## src/rtl/db_pkg.sv

```systemverilog
package db_pkg;

    localparam int PTR_W = 16;
    localparam logic [15:0] DB_BASE = 16'h1000;

    typedef enum logic {
        DB_SQ_TAIL = 1'b0,
        DB_CQ_HEAD = 1'b1
    } db_kind_e;

    typedef struct packed {
        logic             hit;
        db_kind_e         kind;
        logic [15:0]      qid;
        logic [PTR_W-1:0] ptr;
    } db_req_t;

    typedef struct packed {
        logic             en;
        logic             is_cq;
        logic             create;
        logic [15:0]      qid;
        logic [PTR_W-1:0] size;
        logic [15:0]      cqid;
    } db_cfg_t;

    function automatic logic [PTR_W-1:0] ring_next(input logic [PTR_W-1:0] p,
                                                   input logic [PTR_W-1:0] size);
        logic [PTR_W:0] nxt;
        nxt = {1'b0, p} + 1'b1;
        return (nxt >= {1'b0, size}) ? '0 : nxt[PTR_W-1:0];
    endfunction

endpackage

```

## src/rtl/db_addr_decode.sv

```systemverilog
module db_addr_decode
    import db_pkg::*;
#(
    parameter int NUM_Q  = 4,
    parameter int ADDR_W = 16
) (
    input  logic              wr_en,
    input  logic [ADDR_W-1:0] wr_addr,
    input  logic [31:0]       wr_data,
    output db_req_t           req
);
    localparam logic [ADDR_W-1:0] BASE_A = ADDR_W'(DB_BASE);
    localparam logic [ADDR_W-1:0] QLIM   = ADDR_W'(NUM_Q);

    logic [ADDR_W-1:0] off;
    logic [ADDR_W-1:0] idx;
    logic              in_window;
    logic              aligned;

    always_comb begin
        off       = wr_addr - BASE_A;
        idx       = off >> 3;
        in_window = (wr_addr >= BASE_A) && (idx < QLIM);
        aligned   = (wr_addr[1:0] == 2'b00);
        req.hit   = wr_en && in_window && aligned;
        req.kind  = off[2] ? DB_CQ_HEAD : DB_SQ_TAIL;
        req.qid   = 16'(idx);
        req.ptr   = wr_data[PTR_W-1:0];
    end

endmodule

```

## src/rtl/db_queue_slot.sv

```systemverilog
module db_queue_slot
    import db_pkg::*;
#(
    parameter int IDX = 0
) (
    input  logic             clk,
    input  logic             rst,
    input  db_cfg_t          cfg,
    input  db_req_t          req,
    input  logic [PTR_W-1:0] cq_tail,
    input  logic             restart_en,
    input  logic [15:0]      restart_cqid,
    output logic [PTR_W-1:0] sq_tail,
    output logic [PTR_W-1:0] cq_head,
    output logic             kick,
    output logic             irq,
    output logic             cq_take,
    output logic             cq_full
);
    logic             sq_live, cq_live;
    logic [PTR_W-1:0] sq_len, cq_len;
    logic [15:0]      sq_bind;
    logic             mine, cfg_mine, sq_take, restart_me;

    always_comb begin
        mine       = req.hit && (req.qid == 16'(IDX));
        cfg_mine   = cfg.en && (cfg.qid == 16'(IDX));
        sq_take    = mine && (req.kind == DB_SQ_TAIL) && sq_live && (req.ptr < sq_len);
        cq_take    = mine && (req.kind == DB_CQ_HEAD) && cq_live && (req.ptr < cq_len);
        cq_full    = cq_live && (ring_next(cq_tail, cq_len) == cq_head);
        restart_me = restart_en && sq_live && (sq_bind == restart_cqid);
    end

    always_ff @(posedge clk) begin
        if (rst) begin
            sq_live <= 1'b0;
            cq_live <= 1'b0;
            sq_len  <= '0;
            cq_len  <= '0;
            sq_bind <= '0;
            sq_tail <= '0;
            cq_head <= '0;
            kick    <= 1'b0;
            irq     <= 1'b0;
        end else begin
            kick <= 1'b0;
            irq  <= 1'b0;
            if (cfg_mine) begin
                if (cfg.is_cq) begin
                    cq_live <= cfg.create;
                    cq_len  <= cfg.size;
                    cq_head <= '0;
                end else begin
                    sq_live <= cfg.create;
                    sq_len  <= cfg.size;
                    sq_bind <= cfg.cqid;
                    sq_tail <= '0;
                end
            end else begin
                if (sq_take) begin
                    sq_tail <= req.ptr;
                    kick    <= 1'b1;
                end
                if (cq_take) begin
                    cq_head <= req.ptr;
                    irq     <= (req.ptr != cq_tail);
                end
                if (restart_me) begin
                    kick <= 1'b1;
                end
            end
        end
    end

endmodule

```

## src/rtl/doorbell_decoder.sv

```systemverilog
module doorbell_decoder
    import db_pkg::*;
#(
    parameter int NUM_Q  = 4,
    parameter int ADDR_W = 16,
    parameter int QID_W  = (NUM_Q > 1) ? $clog2(NUM_Q) : 1
) (
    input  logic                   clk,
    input  logic                   rst,
    input  logic                   wr_en,
    input  logic [ADDR_W-1:0]      wr_addr,
    input  logic [31:0]            wr_data,
    input  logic                   cfg_en,
    input  logic                   cfg_is_cq,
    input  logic                   cfg_create,
    input  logic [QID_W-1:0]       cfg_qid,
    input  logic [15:0]            cfg_size,
    input  logic [QID_W-1:0]       cfg_cqid,
    input  logic [NUM_Q*PTR_W-1:0] cq_tail_in,
    output logic [NUM_Q*PTR_W-1:0] sq_tail_out,
    output logic [NUM_Q*PTR_W-1:0] cq_head_out,
    output logic [NUM_Q-1:0]       sq_kick,
    output logic [NUM_Q-1:0]       cq_irq
);
    db_req_t          req;
    db_cfg_t          cfg;
    logic [NUM_Q-1:0] take_v;
    logic [NUM_Q-1:0] full_v;
    logic             restart_en;

    always_comb begin
        cfg.en     = cfg_en;
        cfg.is_cq  = cfg_is_cq;
        cfg.create = cfg_create;
        cfg.qid    = 16'(cfg_qid);
        cfg.size   = cfg_size;
        cfg.cqid   = 16'(cfg_cqid);
        restart_en = |(take_v & full_v);
    end

    db_addr_decode #(.NUM_Q(NUM_Q), .ADDR_W(ADDR_W)) u_dec (
        .wr_en   (wr_en),
        .wr_addr (wr_addr),
        .wr_data (wr_data),
        .req     (req)
    );

    for (genvar q = 0; q < NUM_Q; q++) begin : g_slot
        db_queue_slot #(.IDX(q)) u_slot (
            .clk          (clk),
            .rst          (rst),
            .cfg          (cfg),
            .req          (req),
            .cq_tail      (cq_tail_in[q*PTR_W +: PTR_W]),
            .restart_en   (restart_en),
            .restart_cqid (req.qid),
            .sq_tail      (sq_tail_out[q*PTR_W +: PTR_W]),
            .cq_head      (cq_head_out[q*PTR_W +: PTR_W]),
            .kick         (sq_kick[q]),
            .irq          (cq_irq[q]),
            .cq_take      (take_v[q]),
            .cq_full      (full_v[q])
        );
    end

endmodule

```

## config.mk

```make
export PLATFORM = sky130hd
export DESIGN_NAME = doorbell_decoder
export DESIGN_NICKNAME = d
export VERILOG_FILES = /design/src/rtl/db_pkg.sv /design/src/rtl/db_addr_decode.sv /design/src/rtl/db_queue_slot.sv /design/src/rtl/doorbell_decoder.sv
export SDC_FILE = /design/constraint.sdc
export NUM_CORES = 1
export LEC_CHECK = 0
export ABC_AREA = 1
export BUFFER_PORTS_ARGS = -buffer_cell sky130_fd_sc_hd__buf_2
export CORE_UTILIZATION = 54
export DETAILED_ROUTE_END_ITERATION = 6
export HOLD_SLACK_MARGIN = 0.03
export PLACE_DENSITY = 0.78
export SETUP_SLACK_MARGIN = 0.3
export SLEW_MARGIN = 20
export SYNTH_ARGS = -nofsm -noshare
export SYNTH_HDL_FRONTEND = slang
export SYNTH_HIERARCHICAL = 1
export SYNTH_SLANG_ARGS = --single-unit
```

## constraint.sdc

```tcl
create_clock -name clk -period 3.28 [get_ports clk]
set_input_delay 0.164 -clock clk [delete_from_list [all_inputs] [get_ports clk]]
set_output_delay 0.164 -clock clk [all_outputs]
set_load 0.01 [all_outputs]
```

==> results.sh, run 1 <==
export IMPL_status="finished, violations left"
export IMPL_violations="DRC, setup timing"
export IMPL_grt_ovfl_total=0
export IMPL_grt_max_degree=74
export IMPL_start_util_pct=55.30
export IMPL_cts_root_buf="clkbuf_16"
export IMPL_synth_edf_count=0
export IMPL_diodes=0
export IMPL_drc=1
export IMPL_maxSlewHeadroom_pct=28.12
export IMPL_post_place_ws_ns=-0.6661
export IMPL_synthArstFlopShare_pct=0
export IMPL_cpMaxStageDelayCell="nor2_4"
export IMPL_synthTopCellsByArea="dfxtp_1 30%, nand2_1 11%, ha_1 10%"
export IMPL_setup_worst_path_start_class="primary input"
export IMPL_clock_sinks=336
export IMPL_cts_tree="done"
export IMPL_r2r_start="g_slot[2].u_slot/cq_len[3]"
export IMPL_viasPerCell=5.475
export IMPL_max_stage_delay_ns=0.26
export IMPL_crit_type="in -> reg"
export IMPL_fp_dieH_um=207.4
export IMPL_portBuffers=257
export IMPL_finalMaxSlewViolations=0
export IMPL_pin_count=274
export IMPL_grt_antenna_before_repair=0
export IMPL_synth_top_area_share_pct=29.52
export IMPL_drtPass1Iterations=7
export IMPL_cts_buffers=37
export IMPL_finalCriticalPeriod_ns=3.525
export IMPL_ys_flop_type="dfxtp_1"
export IMPL_ys_top_cells_by_count="690 x nand2_1, 493 x inv_1, 336 x dfxtp_1"
export IMPL_post_synth_top_count_cell="nand2_1"
export IMPL_rsz0062_at_grt="yes"
export IMPL_p_per_area_nw_per_um2=352.0
export IMPL_wl_um=79110
export IMPL_drtAntennaViolNets=0
export IMPL_dieArea_sq_um=43020
export IMPL_maxCapViolations=0
export IMPL_finalHoldViolCount=0
export IMPL_grt_util_all_layers_pct=35.73
export IMPL_synth_avg_cell_area_sq_um=6.721
export IMPL_layout_setup_ws_ns=-0.2446
export IMPL_critPathLaunch="cq_tail_in[33]"
export IMPL_clk_path_buf_depth=3
export IMPL_drt_iter0_markers=2291
export IMPL_required_ns=3.74
export IMPL_place_area_sq_um=26680
export IMPL_path_max_fanout=5
export IMPL_synth_seq_area_share_pct=29.52
export IMPL_place_congestion=0.9455
export IMPL_synth_cell_area_sq_um=22780
export IMPL_clk_pin_slew_worst_paths_ns=0.06
export IMPL_final_area_sq_um=29190
export IMPL_cp_arrival_ns=3.99
export IMPL_ys_types=48
export IMPL_finalClockSkew_ns=0.01835
export IMPL_core_area_sq_um=41200
export IMPL_worst_pin_slew_ns=1.071
export IMPL_grt_pass1_vias=23050
export IMPL_min_from="cfg_create"
export IMPL_max_clock_freq_ghz=0.2837
export IMPL_nFillCells=3417
export IMPL_cts_max_level=2
export IMPL_ys_warn_count=6
export IMPL_syn_inst=3390
export IMPL_leakage_nw=13.73
export IMPL_setup_viol=4
export IMPL_routedWlPerCell_um=17.31
export IMPL_ys_seq_elements=336
export IMPL_fin_nets=4342
export IMPL_clock_latency_ns=0.55
export IMPL_hold_path_class="in -> reg"
export IMPL_finalPower_mw=10.28
export IMPL_row_count=74
export IMPL_vdd_drop_max_mv=0.3071
export IMPL_yosysTopAreaCell="dfxtp_1"
export IMPL_grt_pass1_wl_um=122800
export IMPL_layout_drive_gt1_share_pct=20.21
export IMPL_period_share_pct=107.5
export IMPL_die_x_um=207.4
export IMPL_dp_hpwl_um=56400
export IMPL_vias=25020
export IMPL_areaGrowthSynthToFinish_pct=28.13
export IMPL_cp_end_kind="flip-flop"
## final timing paths
check,slack (ns),endpoint,cells past startpoint
setup reg to reg,-0.18,g_slot[3].u_slot/kick,27
hold reg to reg,0.46,g_slot[3].u_slot/sq_tail[2],2
setup / recovery,-0.24,g_slot[3].u_slot/kick,33
hold / removal,0.07,g_slot[0].u_slot/cq_live,3
## layer usage
metal,up-vias,global-route usage (%),routed length [um]
li1,12230,-,-
met1,11350,45.22,31750
met2,1145,57.72,35250
met3,289,5.340,6960
met4,0,21.20,5143
met5,-,0,0
## per-stage QoR
stage,hold slack [ns],util [%],cells,setup TNS [ns]
4_1_cts,0.03752,70.31,4565,0
3_5_place_dp,0.4480,64.76,4445,-2.503
6_report,0.07070,70.85,4569,-0.9150
5_1_grt,0.06057,70.85,4569,-1.946
3_3_place_gp,0.4413,64.76,4445,-2.094
2_1_floorplan,0.3061,-,3535,0
## cell usage in the layout (no fill, tap or decap), types with 147 or more instances in the layout
master / instances
buf_2: 250
o21ai_0: 230
dfxtp_1: 330
nand3_1: 149
inv_1: 475
conb_1: 147
ha_1: 175
buf_4: 295
nor2_1: 256
nand2_1: 670
a21oi_1: 319
## report_power, final
group / switching [mW] / internal [mW] / total (mW)
clock network: 1.74 / 2.73 / 4.47
logic: 1.03 / 0.697 / 1.72
registers: 0.0000154 / 4.08 / 4.08
total: 2.77 / 7.51 / 10.3
## timing repair
action / 4_1_cts / 5_1_grt
cloned: 6 / 1
gates resized for setup: 120 / 37
endpoints found under the setup margin: 4 / 4
pin swaps: 67 / 21
hold buffers: 18 / 0
endpoints found under the hold margin: 99 / 0
setup buffers: 33 / 3
## logic make-up (layout without fill, tap and decap cells)
family,after synthesis,after routing,synth area share [%]
AND/OR/NAND/NOR,1438,1438,28.17
buffers and inverters,656,1158,11.88
AO/OA/AOI/OAI,655,655,15.59
flip-flops,336,336,29.52
adder cells (fa/ha/maj),191,191,10.49
XOR/XNOR,112,112,4.306
other,2,147,0.03296
## area by class of cell
type	count	area, sq um	area share [%]
multi-input cells	2543	14540	49.80
flip-flops and latches	336	6734	23.07
repair buffers	588	4049	13.87
inverters	505	1901	6.511
clock buffers	52	1102	3.776
well taps	532	665.6	2.280
clock inverters	11	187.7	0.6429
repair inverters	2	15.01	0.05143
## state kept, by name, summed over array words and instances (netlist names)
signal / flops
g_slot.u_slot/cq_head: 64
g_slot.u_slot/cq_len: 64
g_slot.u_slot/sq_bind: 64
g_slot.u_slot/sq_len: 64
g_slot.u_slot/sq_tail: 64
g_slot.u_slot/cq_live: 4
g_slot.u_slot/irq: 4
g_slot.u_slot/kick: 4
g_slot.u_slot/sq_live: 4
## worst max-delay path: cells and delay by family
family	cells	cell delay (ns)
AO/OA/AOI/OAI	2	0.24
XOR/XNOR	1	0.23
adder cells (fa/ha/maj)	2	0.38
buffers and inverters	5	0.48
AND/OR/NAND/NOR	23	2.48
Note: power is estimated with default switching activity, not from simulation.
==> inputs of run 2 (changes only) <==
- GPL_TIMING_DRIVEN: default -> 0
==> run 2 against run 1 <==
Compared with the run above: critical path depth down 4; fmax up 5.7%; die area unchanged; hold slack worse by 0.011 ns; clock power down 3%; sequential share of layout area up 1.1 points; the flow finishes with violations (setup timing); clock skew up 0.0022 ns.
==> results.sh, run 2 (same netlist as run 1, synthesis figures left out) <==
export IMPL_max_clock_freq_ghz=0.2998
export IMPL_p_sw_share_pct=27.87
export IMPL_cts_buffers=38
export IMPL_layout_drive_gt1_share_pct=15.01
export IMPL_routedWlPerCell_um=17.59
export IMPL_power_frac_comb_pct=15.5
export IMPL_r2r_setup_slack_ns=-0.02
export IMPL_cts_root_buf="clkbuf_16"
export IMPL_min_to="g_slot[0].u_slot/sq_bind[0]"
export IMPL_max_stage_delay_ns=0.28
export IMPL_grt_pass1_wl_um=120000
export IMPL_cts_tree="done"
export IMPL_dp_hpwl_um=53900
export IMPL_dieArea_sq_um=43020
export IMPL_cts_max_level=2
export IMPL_grt_ovfl_total=0
export IMPL_maxSlewHeadroom_pct=51.57
export IMPL_clock_sinks=336
export IMPL_violations="setup timing"
export IMPL_drt_iter0_markers=2267
export IMPL_required_ns=3.78
export IMPL_fin_tns_setup_ns=-0.1347
export IMPL_vias=24570
export IMPL_vdd_drop_max_mv=0.3114
export IMPL_row_count=74
export IMPL_die_x_um=207.4
export IMPL_worst_pin_slew_ns=0.7209
export IMPL_finalMaxSlewViolations=0
export IMPL_areaGrowthSynthToFinish_pct=22.03
export IMPL_hold_path_class="in -> reg"
export IMPL_cell_internal_pwr_mw=7.170
export IMPL_setup_viol=4
export IMPL_drtPass1Iterations=7
export IMPL_cpMaxStageDelayCell="ha_1"
export IMPL_portBuffers=234
export IMPL_layout_setup_ws_ns=-0.05523
export IMPL_cp_end_kind="flip-flop"
export IMPL_final_cell_mix="676 x nand2_1, 486 x inv_1, 331 x dfxtp_1, 315 x a21oi_1, 245 x nor2_1"
export IMPL_core_area_sq_um=41200
export IMPL_grt_antenna_before_repair=2
export IMPL_multi_input_area_sq_um=14530
export IMPL_r2r_cells=27
export IMPL_path_max_fanout=5
export IMPL_status="finished, violations left"
export IMPL_drc=0
export IMPL_r2r_end="g_slot[0].u_slot/kick"
export IMPL_crit_type="in -> reg"
export IMPL_min_from="cfg_cqid[0]"
export IMPL_finalCriticalPeriod_ns=3.335
export IMPL_place_area_sq_um=25290
export IMPL_clock_latency_ns=0.56
export IMPL_switching_power_mw=2.770
export IMPL_final_common_cell="nand2_1"
export IMPL_maxCapViolations=0
export IMPL_fp_dieH_um=207.4
export IMPL_drtAntennaViolNets=0
export IMPL_regArea_sq_um=6733
export IMPL_setup_worst_path_start_class="primary input"
export IMPL_cp_top_family="simple AND/OR/NAND/NOR gates"
export IMPL_leakage_nw=12.73
export IMPL_clk_pin_slew_worst_paths_ns=0.06
export IMPL_viasPerCell=5.530
export IMPL_post_place_ws_ns=-0.9330
export IMPL_period_share_pct=101.7
export IMPL_pin_count=274
export IMPL_place_congestion=0.9578
export IMPL_p_per_area_nw_per_um2=357.5
export IMPL_wl_um=78140
export IMPL_clk_path_buf_depth=3
export IMPL_nFillCells=3636
export IMPL_fin_nets=4213
export IMPL_r2r_start="g_slot[2].u_slot/cq_len[13]"
export IMPL_finalClockSkew_ns=0.02054
export IMPL_seqPwrFrac_pct=41.0
export IMPL_rsz0062_at_grt="yes"
export IMPL_grt_util_all_layers_pct=35.05
export IMPL_start_util_pct=55.30
export IMPL_crit_path_frequent_cell="nor2_1"
export IMPL_cp_arrival_ns=3.83
export IMPL_holdPathStages=3
export IMPL_pwr_share_clk_pct=43.5
export IMPL_grt_pass1_vias=22360
export IMPL_grt_max_degree=21
export IMPL_final_area_sq_um=27800
export IMPL_finalHoldViolCount=0
export IMPL_cp_num_buf_inv=2
==> run 2: cell count changes in the layout (fill, tap and decap cells not counted), sizes merged <==
cell      change
clkinvlp      +1
bufbuf        -1
clkbuf       +95
bufinv        -2
clkinv        +4
diode         +1
buf         -224
==> run 2: area by class of cell <==
cell class / count / share of cell area [%]
sequential: 336 / 24.22
clock buffer: 50 / 3.875
antenna: 1 / 0.009000
buffer: 151 / 2.961
tap: 532 / 2.394
clock inverter: 16 / 0.6165
inverter: 505 / 6.840
timing repair buffer: 309 / 6.836
multi-input combinational: 2543 / 52.25
==> run 2: tightest hold or removal path, delay by kind of cell <==
| family | cells | cell delay (ns) |
|---|---|---|
| AO/OA/AOI/OAI | 2 | 0.22 |
| buffers and inverters | 1 | 0.19 |
==> run 2: routing by layer <==
metal	share of wire, %	up-vias	global-route usage (%)
met5	0	-	0
met4	6.5	0	18.61
met3	10	321	6.248
met2	43	1192	56.16
met1	40	11080	44.91
li1	-	11980	-
==> run 2: worst max-delay path by stage <==
stage,slack [ns],depth (start not counted),endpoint,startpoint
finish,-0.06,29,g_slot[0].u_slot/kick,cq_tail_in[49]
global route,-0.30,28,g_slot[0].u_slot/kick,cq_tail_in[50]
CTS,-0.03,31,g_slot[0].u_slot/kick,cq_tail_in[33]
detailed placement,-0.93,31,g_slot[2].u_slot/kick,cq_tail_in[16]
global placement,-0.91,31,g_slot[2].u_slot/kick,cq_tail_in[16]
floorplan,0.27,30,g_slot[2].u_slot/kick,cq_tail_in[1]
==> run 2: power by group through the flow <==
stage          combinational [mW]  sequential, mW  clock [mW]
4_1_cts                      1.40            4.08        4.36
5_1_grt                      1.67            4.08        4.53
3_3_place_gp                 1.31            4.17           0
6_report                     1.54            4.08        4.32
2_1_floorplan               0.868            4.17           0
3_5_place_dp                 1.34            4.17           0
==> run 2: repair_timing <==
item | in CTS | in global routing
endpoints found under the hold margin | 103 | 0
setup buffers | 27 | 25
endpoints found under the setup margin | 32 | 6
cloned | 1 | 4
hold buffers | 18 | 0
gates resized for setup | 47 | 99
pin swaps | 44 | 82
==> run 2: through the flow <==
stage | instances | hold slack (ns) | power (mW) | util [%]
after floorplan | 3535 | 0.3061 | 5.039 | -
after global placement | 4301 | 0.4378 | 5.484 | 61.37
after detailed placement | 4301 | 0.4461 | 5.506 | 61.37
after CTS | 4413 | 0.04024 | 9.845 | 65.85
after global routing | 4443 | 0.03466 | 10.28 | 67.48
final | 4443 | 0.05979 | 9.940 | 67.48
